<file path="src/rtl/mpu_rx_pkg.sv">
package mpu_rx_pkg;

  typedef enum logic [2:0] {
    ST_IDLE  = 3'd0,
    ST_START = 3'd1,
    ST_DATA  = 3'd2,
    ST_NINTH = 3'd3,
    ST_STOP  = 3'd4
  } rx_state_e;

  // majority of three samples
  function automatic logic maj3(input logic a, input logic b, input logic c);
    return (a & b) | (a & c) | (b & c);
  endfunction

  // masked compare: every bit where mask is 1 must equal own
  function automatic logic given_match(input logic [7:0] rx_byte,
                                       input logic [7:0] own,
                                       input logic [7:0] mask);
    return ((rx_byte ^ own) & mask) == 8'h00;
  endfunction

  // broadcast: every 1 of (own | mask) must be 1 in the byte
  function automatic logic bcast_match(input logic [7:0] rx_byte,
                                       input logic [7:0] own,
                                       input logic [7:0] mask);
    logic [7:0] need;
    need = own | mask;
    return (rx_byte & need) == need;
  endfunction

endpackage

</file>
<file path="src/rtl/rx_line_sync.sv">
module rx_line_sync #(
  parameter int STAGES = 2
) (
  input  logic clk,
  input  logic rst_n,
  input  logic din,
  output logic dout
);
  logic [STAGES-1:0] pipe;

  always_ff @(posedge clk or negedge rst_n) begin
    if (!rst_n) pipe <= '1;
    else        pipe <= {pipe[STAGES-2:0], din};
  end

  assign dout = pipe[STAGES-1];
endmodule

</file>
<file path="src/rtl/rx_frame_fsm.sv">
module rx_frame_fsm
  import mpu_rx_pkg::*;
#(
  parameter int OVS    = 16,
  parameter int DATA_W = 8
) (
  input  logic              clk,
  input  logic              rst_n,
  input  logic              tick,
  input  logic              line_s,
  input  logic              nine_bit,
  output logic              frame_end,
  output logic              stop_ok,
  output logic              start_drop,
  output logic [DATA_W-1:0] shift_q,
  output logic              ninth_q
);
  localparam int CW     = $clog2(OVS);
  localparam int IW     = (DATA_W > 1) ? $clog2(DATA_W) : 1;
  localparam int SMP_LO = OVS/2 - 1;
  localparam int SMP_HI = OVS/2 + 1;

  rx_state_e       state;
  logic [CW-1:0]   cnt;
  logic [IW-1:0]   idx;
  logic [1:0]      vote;
  logic            in_window, decide, bit_end, bit_val;

  assign in_window = (cnt >= CW'(SMP_LO)) && (cnt < CW'(SMP_HI));
  assign decide    = tick && (state != ST_IDLE) && (cnt == CW'(SMP_HI));
  assign bit_end   = tick && (state != ST_IDLE) && (cnt == CW'(OVS-1));
  assign bit_val   = maj3(vote[1], vote[0], line_s);

  assign frame_end  = decide && (state == ST_STOP);
  assign stop_ok    = bit_val;
  assign start_drop = decide && (state == ST_START) && bit_val;

  always_ff @(posedge clk or negedge rst_n) begin
    if (!rst_n) begin
      state   <= ST_IDLE;
      cnt     <= '0;
      idx     <= '0;
      vote    <= '0;
      shift_q <= '0;
      ninth_q <= 1'b0;
    end else if (tick) begin
      if (state == ST_IDLE) begin
        if (!line_s) begin
          state <= ST_START;
          cnt   <= CW'(1);
        end
      end else begin
        cnt <= (cnt == CW'(OVS-1)) ? '0 : cnt + CW'(1);
        if (in_window) vote <= {vote[0], line_s};
        if (decide) begin
          case (state)
            ST_START: if (bit_val) state <= ST_IDLE;
            ST_DATA:  shift_q <= {bit_val, shift_q[DATA_W-1:1]};
            ST_NINTH: ninth_q <= bit_val;
            ST_STOP:  state <= ST_IDLE;
            default:  ;
          endcase
        end
        if (bit_end) begin
          case (state)
            ST_START: begin
              state <= ST_DATA;
              idx   <= '0;
            end
            ST_DATA: begin
              if (idx == IW'(DATA_W-1)) state <= nine_bit ? ST_NINTH : ST_STOP;
              else                      idx   <= idx + IW'(1);
            end
            ST_NINTH: state <= ST_STOP;
            default:  ;
          endcase
        end
      end
    end
  end

  // a noisy start returns the receiver to idle
  p_start_drop_r5: assert property (@(posedge clk) disable iff (!rst_n)
    start_drop |=> (state == ST_IDLE));

  // a frame only ends from the stop-bit state
  p_end_from_stop_r2: assert property (@(posedge clk) disable iff (!rst_n)
    frame_end |=> (state == ST_IDLE));
endmodule

</file>
<file path="src/rtl/rx_addr_match.sv">
module rx_addr_match
  import mpu_rx_pkg::*;
(
  input  logic [7:0] rx_byte,
  input  logic [7:0] own_addr,
  input  logic [7:0] addr_mask,
  output logic       given_hit,
  output logic       bcast_hit,
  output logic       addr_hit
);
  assign given_hit = given_match(rx_byte, own_addr, addr_mask);
  assign bcast_hit = bcast_match(rx_byte, own_addr, addr_mask);
  assign addr_hit  = given_hit | bcast_hit;
endmodule

</file>
<file path="src/rtl/mproc_uart_rx.sv">
module mproc_uart_rx
  import mpu_rx_pkg::*;
#(
  parameter int OVS         = 16,
  parameter int SYNC_STAGES = 2
) (
  input  logic       clk,
  input  logic       rst_n,
  input  logic       rx_line,
  input  logic       baud_tick,
  input  logic       nine_bit,
  input  logic       mp_en,
  input  logic [7:0] own_addr,
  input  logic [7:0] addr_mask,
  input  logic       rd_clr,
  input  logic       fe_clr,
  output logic [7:0] rx_data,
  output logic       rx_bit9,
  output logic       rx_done,
  output logic       rx_ferr
);
  localparam int DATA_W = 8;

  logic              line_s;
  logic              frame_end, stop_ok, start_drop, ninth_q;
  logic [DATA_W-1:0] shift_q;
  logic              given_hit, bcast_hit, addr_hit;
  logic              marker_ok, accept;

  rx_line_sync #(.STAGES(SYNC_STAGES)) u_sync (
    .clk(clk), .rst_n(rst_n), .din(rx_line), .dout(line_s)
  );

  rx_frame_fsm #(.OVS(OVS), .DATA_W(DATA_W)) u_fsm (
    .clk(clk), .rst_n(rst_n), .tick(baud_tick), .line_s(line_s),
    .nine_bit(nine_bit), .frame_end(frame_end), .stop_ok(stop_ok),
    .start_drop(start_drop), .shift_q(shift_q), .ninth_q(ninth_q)
  );

  rx_addr_match u_match (
    .rx_byte(shift_q), .own_addr(own_addr), .addr_mask(addr_mask),
    .given_hit(given_hit), .bcast_hit(bcast_hit), .addr_hit(addr_hit)
  );

  assign marker_ok = nine_bit ? ninth_q : stop_ok;
  assign accept    = frame_end && !rx_done && (!mp_en || (marker_ok && addr_hit));

  always_ff @(posedge clk or negedge rst_n) begin
    if (!rst_n) begin
      rx_data <= '0;
      rx_bit9 <= 1'b0;
      rx_done <= 1'b0;
      rx_ferr <= 1'b0;
    end else begin
      if (accept) begin
        rx_data <= shift_q;
        rx_bit9 <= nine_bit ? ninth_q : stop_ok;
        rx_done <= 1'b1;
      end else if (rd_clr) begin
        rx_done <= 1'b0;
      end
      if (frame_end && !stop_ok) rx_ferr <= 1'b1;
      else if (fe_clr)           rx_ferr <= 1'b0;
    end
  end

  p_done_sticky_r7: assert property (@(posedge clk) disable iff (!rst_n)
    rx_done && !rd_clr |=> rx_done);

  p_data_hold_r7: assert property (@(posedge clk) disable iff (!rst_n)
    rx_done |=> $stable(rx_data) && $stable(rx_bit9));

  p_fe_sticky_r6: assert property (@(posedge clk) disable iff (!rst_n)
    rx_ferr && !fe_clr |=> rx_ferr);

  p_fe_set_r6: assert property (@(posedge clk) disable iff (!rst_n)
    frame_end && !stop_ok |=> rx_ferr);

  p_mp9_marker_r8: assert property (@(posedge clk) disable iff (!rst_n)
    accept && mp_en && nine_bit |=> rx_bit9);

  p_mp_hit_r10: assert property (@(posedge clk) disable iff (!rst_n)
    accept && mp_en |-> (given_hit || bcast_hit));

  p_mp8_stop_r9: assert property (@(posedge clk) disable iff (!rst_n)
    accept && mp_en && !nine_bit |-> stop_ok);

  p_no_frame_on_drop_r5: assert property (@(posedge clk) disable iff (!rst_n)
    start_drop |-> !frame_end);
endmodule

</file>
<file path="config.mk">
export PLATFORM = sky130hd
export DESIGN_NAME = mproc_uart_rx
export DESIGN_NICKNAME = d
export VERILOG_FILES = /design/src/rtl/mpu_rx_pkg.sv /design/src/rtl/rx_line_sync.sv /design/src/rtl/rx_frame_fsm.sv /design/src/rtl/rx_addr_match.sv /design/src/rtl/mproc_uart_rx.sv
export SDC_FILE = /design/constraint.sdc
export NUM_CORES = 1
export LEC_CHECK = 0
export CAP_MARGIN = 40
export CORE_MARGIN = 3
export CORE_UTILIZATION = 45
export CTS_CLUSTER_SIZE = 40
export DETAILED_ROUTE_END_ITERATION = 16
export PLACE_DENSITY = 0.67
export SYNTH_ARGS = -nofsm -noshare
export SYNTH_HDL_FRONTEND = slang
export SYNTH_SLANG_ARGS = --single-unit
</file>
<file path="constraint.sdc">
create_clock -name clk -period 3.91 [get_ports clk]
set_input_delay 0.391 -clock clk [delete_from_list [all_inputs] [get_ports clk]]
set_output_delay 0.391 -clock clk [all_outputs]
set_load 0.01 [all_outputs]
</file>
### Word-level counts from Yosys, hierarchy flattened

Index checks and enable logic that the tools add are counted.

* bitwise logic cells: 11
* reductions and logical operators: 24
* $lt $le $gt $ge: 2
* equality and inequality tests: 10
* mux-type cells: 19
* add/subtract/negate cells: 2

Operator list (count)
* $mux 3: 8
* $and 8x8->8: 2
* $mux 4: 3
* $pmux 3 s2: 2
* $logic_and 1x1->1: 9
* $pmux 3 s3: 1
* $eq 4x4->1 const B: 2
* $eq 8x8->1: 1
* $logic_not 8->1: 1
* $or 8x8->8: 1
* $reduce_and 4->1: 2
* $xor 8x8->8: 1
* $eq 3x2->1 const B: 2
* $eq 3x3->1 const B: 2
* $reduce_bool 2->1: 3
* $mux 1: 5
* $reduce_and 5->1: 1
* $add 4x1->4 const B: 1
* $ge 4x3->1 const B: 1
* $lt 4x4->1 const B: 1
* $ne 2x2->1 const B: 2
* $add 3x1->3 const B: 1
* $and 1x1->1: 3
* $eq 3x1->1 const B: 1
* other kinds (8): 12

* word-level logic and storage cells: 79
* output and inout port bits: 11
* register bits after elaboration: 34

### Longest topological paths before layout

* depth after elaboration: 10
* gate-level depth with buffers: 8

### Hierarchy

Synthesis repeated with hierarchy kept, for this count alone.

* cell total of the unflattened synthesis: 157
* area total of the unflattened synthesis: 1840.5 um^2

Modules (own cells, without submodules)
* rx_frame_fsm: area an instance 1117.3 um^2, sequential area each 525.5 um^2, cells an instance 98, instances 1
* mproc_uart_rx: area an instance 485.5 um^2, sequential area each 275.3 um^2, cells an instance 31, instances 1
* rx_addr_match: area an instance 185.2 um^2, sequential area each 0.0 um^2, cells an instance 26, instances 1
* rx_line_sync: area an instance 52.6 um^2, sequential area each 52.6 um^2, cells an instance 2, instances 1

### Least setup slack after synthesis

No wires, ideal clock.

* path kind: register -> register
* start point: register u_fsm.cnt[1]
* end point: register rx_data[0]
* path buffers: 1
* clock period less this slack: 2218 ps
* cell stages (with the launch flop): 9
* setup time: 126 ps
* path slack: 1692 ps
* arrival: 2092 ps
* cell sequence: dfrtp_1 -> inv_1 -> ha_1 -> nand4b_4 -> or4b_1 -> buf_2 -> a21o_4 -> a22o_1 -> a311o_1

* longest elaborated chain between the ends: 5

RTL lines
* start, declared: line rx_frame_fsm.sv:24 `logic [CW-1:0] cnt;`
* start signal, assigned: line rx_frame_fsm.sv:53 `cnt <= (cnt == CW'(OVS-1)) ? '0 : cnt + CW'(1);`
* $eq 4x4->1: line rx_frame_fsm.sv:30 `assign decide = tick && (state != ST_IDLE) && (cnt == CW'(SMP_HI));`
* $logic_and 1x1->1: line rx_frame_fsm.sv:30
* $logic_and 1x1->1: line rx_frame_fsm.sv:34 `assign frame_end = decide && (state == ST_STOP);`
* $logic_and 1x1->1 (2 in series): line mproc_uart_rx.sv:46 `assign accept = frame_end && !rx_done && (!mp_en || (marker_ok && addr_hit));`
* end signal, assigned: line mproc_uart_rx.sv:56 `rx_data <= shift_q;`
* end, declared: line mproc_uart_rx.sv:17 `output logic [7:0] rx_data,`

No other way between the ends.
A chain may end at the register's enable or synchronous reset.

### Worst setup path after layout

* start point: input baud_tick
* end point: register u_fsm.shift_q[1]

* longest elaborated chain between the ends: 3

RTL lines
* start, declared: line mproc_uart_rx.sv:10 `input logic baud_tick,`
* $logic_and 1x1->1 (2 in series): line rx_frame_fsm.sv:30
* $reduce_and 4->1 (no source line) (*)
* end signal, assigned: line rx_frame_fsm.sv:58 `ST_DATA: shift_q <= {bit_val, shift_q[DATA_W-1:1]};`
* end, declared: line rx_frame_fsm.sv:15 `output logic [DATA_W-1:0] shift_q,`

Every way passes the cells marked *; elsewhere a longest branch is shown, timed or not.

==> summary.md <==
| Metric | Value |
|---|---|
| Hold buffers post-CTS | `0` |
| ANT nets after route | `0` |
| FMAX | `412 MHz` |
| First-pass DRT Iterations | `4` |
| Final setup viols | `0` |
| Clk slew on worst S/H paths | `0.07 ns` |
| Setup TNS | `0 ns` |
| Pre-CTS setup slack | `1.22 ns` |
| Final setup margin | `1.48 ns` |
| Initial Util | `48.0%` |
| Detailed-route via count | `1632` |
| Layout Area Growth over Synthesis | `21.5%` |
| GR Util met2 | `28.0%` |
| Worst EP required | `4.08 ns` |
| PwrDens | `387 mW/mm^2` |
| Hold crit path type | `reg2reg` |
| Clk sinks | `34` |
| Mapped Cells | `192` |
| RSZ-0062 raised after global routing | `no` |
| CP peak stage delay | `0.69 ns` |
| DR DRC count | `0` |
| Largest fanout on the critical path | `8` |
| Slowest-stage cell, CP | `nor4_2` |
| Gpl congestion | `0.901` |
| Gates resized, CTS repair | `0` |
| Post-CTS Setup Repair Bufs | `0` |
| I/O Buffers | `34` |
| Top Ports | `35` |
| Final Hold Vio Count | `0` |
| Die Y | `72.5 um` |
| Synth top area share | `40.2%` |
| #FFs+latches synth | `34` |
| Critical path class | `in2reg` |
| Worst Path Arrival | `2.60 ns` |
| Nets | `255` |
| Max_cap viols | `0` |
| Row Count | `23` |
| Lkg Pwr | `1.06 nW` |
| Slew Limit Headroom | `41.2%` |
| Final WL | `4540 um` |
| CP Buf/Inv Count | `1` |
| Total CTS buffers | `5` |
| Total GRT Usage | `18.3%` |
| CP endpoint kind | `flop` |
| GRT busiest layer | `met2` |
| Die area | `0.00526 mm^2` |
| Worst hold start | `u_sync.pipe[0]$_DFF_PN1_` |
| Family with the most delay on the worst path | `simple AND/OR/NAND/NOR gates` |
| Critical Path Source Type | `input port` |
| Status | `finished clean` |
| Diodes inserted | `0` |
| Filler Cells Inserted | `344` |
| Post-synth top flop | `dfrtp_1` |
| Depth of the CTS H-tree | `2` |
| Vias per cell | `5.89` |
| Sequential cell area fraction in the yosys report | `42.9%` |
| Post-Synthesis Net Count | `221` |
| Path length in cells of the critical path | `5` |
| Total power | `0.000935 W` |
| Global route overflow | `0` |
| Avg WL per Cell | `16.4 um` |
| CTS root buffer | `clkbuf_8` |
| CP Cell Sequence | `clkdlybuf4s50_1 -> nor2b_1 -> nand3_1 -> nor4_2 -> mux2_2` |
| First-pass GRT wire length | `7500 um` |
| Post-synth ARST share | `100%` |
| Layout cells sized above 1 | `13.7%` |
| Final Slew Violations | `0` |
| EDFF count, synth | `0` |
| Top cells by area, synth | `dfrtp_1 (40%), mux2_2 (6.2%), a311o_1 (4.0%), a22o_1 (4.0%), nand2_1 (3.8%)` |
| Largest net degree at the start of global routing | `35` |
| Yosys top cell by area | `dfrtp_1` |
| Later-pin clock latency in the skew report | `0.29 ns` |
| Crit. Startpoint | `baud_tick` |
| Slew @ Worst Pin | `0.875 ns` |
| Initial antenna violation count | `0` |
| Core box area | `0.00414 mm^2` |
| Peak supply drop | `0.000233 V` |
| Synth Cell Area | `0.00199 mm^2` |
| Hold Crit Depth | `0` |
| DR iter-0 viols | `98` |
| Cells on worst reg2reg path | `5` |
| Critical R2R Launch | `u_fsm.state[0]$_DFFE_PN0P_` |
| Distinct cells, synth | `50` |
| Grt met1 use | `24.9%` |
| Tmin final | `2.43 ns` |
| Register-to-register setup slack | `1.49 ns` |
| Synth Warn # | `0` |
| Layout Skew | `0.00971 ns` |
| Die W | `72.5 um` |
| Clock tree buffer depth | `2` |
| Vias in the first global route | `1601` |
| Met3 usage | `5.12%` |
| Final hold slack | `0.361 ns` |
| Period utilization | `62.1%` |
| Mean post-synth cell area | `10.4 um^2` |
| CTS tree | `yes` |
| HPWL after DPL | `3350 um` |
[Yosys cell counts, types with 2 or more instances]
master / instances
nor2_2: 2
nor2_1: 10
mux2i_1: 3
a21o_1: 2
mux2_2: 11
a21oi_1: 6
a311o_1: 8
o22ai_1: 2
inv_1: 8
dfstp_2: 2
a22o_1: 9
a31oi_1: 2
ha_1: 5
nand2_1: 20
nand3_1: 2
nor3_1: 11
a22oi_1: 6
xor2_1: 8
o21bai_1: 3
dfrtp_1: 32
buf_6: 3
o21ai_0: 9
[logic make-up after synthesis]
| logic type | Yosys count | synth area share (%) |
|---|---|---|
| adders and majority gates | 6 | 3.65 |
| muxes | 14 | 7.73 |
| xor gates and xnor gates | 8 | 3.52 |
| and+or+nand+nor | 61 | 16.8 |
| DFF | 34 | 42.9 |
| AOI/OAI and AO/OA | 53 | 20.2 |
| buffers and inverters | 16 | 5.15 |
[cell type report]
| cell class | instances | area (um^2) | share of cell area [%] |
|---|---|---|---|
| tap | 50 | 62.6 | 2.59 |
| sequential | 34 | 853 | 35.3 |
| inverter | 8 | 30.0 | 1.24 |
| clock buffer | 5 | 68.8 | 2.85 |
| multi-input combinational | 142 | 1030 | 42.8 |
| timing repair buffer | 35 | 348 | 14.4 |
| clock inverter | 3 | 21.3 | 0.879 |
[layer usage]
metal / share of wire [%] / routed length (um)
met1: 46 / 2070
met4: 1.8 / 82
met3: 5.6 / 253
met5: 0 / 0
met2: 47 / 2130
[power by group]
part           switching (W)  internal, W
combinational       0.000108     0.000111
clock               0.000135     0.000125
sequential         0.0000602     0.000396
[flip-flops by register name, indices dropped and copies added (netlist names)]
name           flops
rx_done            1
u_fsm.cnt          4
u_fsm.ninth_q      1
u_fsm.idx          3
u_sync.pipe        2
u_fsm.state        3
rx_bit9            1
u_fsm.vote         2
u_fsm.shift_q      8
rx_ferr            1
rx_data            8
[path summary, 6_finish.rpt]
check | endpoint
hold reg to reg | u_sync.pipe[1]$_DFF_PN1_
setup reg to reg | u_fsm.shift_q[1]$_DFFE_PN0P_
min in group asynchronous | u_fsm.idx[2]$_DFFE_PN0P_
max in group asynchronous | u_sync.pipe[0]$_DFF_PN1_
setup / recovery | u_fsm.shift_q[1]$_DFFE_PN0P_
hold / removal | u_sync.pipe[1]$_DFF_PN1_
[cells in the final DEF (no fill, tap or decap), types with 2 or more instances in the layout]
master | Yosys | layout
nor2_2 | 2 | 2
nor3_1 | 11 | 11
o21bai_1 | 3 | 3
nand3_1 | 2 | 2
o21ai_0 | 9 | 9
dfrtp_1 | 32 | 32
a31oi_1 | 2 | 2
clkdlybuf4s50_1 | 0 | 34
a311o_1 | 8 | 8
clkbuf_8 | 1 | 5
a22o_1 | 9 | 9
a21oi_1 | 6 | 6
a22oi_1 | 6 | 6
nand2_1 | 20 | 20
nor2_1 | 10 | 10
mux2_2 | 11 | 11
mux2i_1 | 3 | 3
xor2_1 | 8 | 8
a21o_1 | 2 | 2
dfstp_2 | 2 | 2
ha_1 | 5 | 5
o22ai_1 | 2 | 2
inv_1 | 8 | 8
[metrics by stage]
stage	std cells	cell area, um^2	utilization (%)
CTS	277	2420	58.4
global placement	269	2330	56.2
global route	277	2420	58.4
finish	277	2420	58.4
floorplan	192	1990	-
detailed placement	269	2330	56.2
Note: power is estimated with default switching activity, not from simulation.
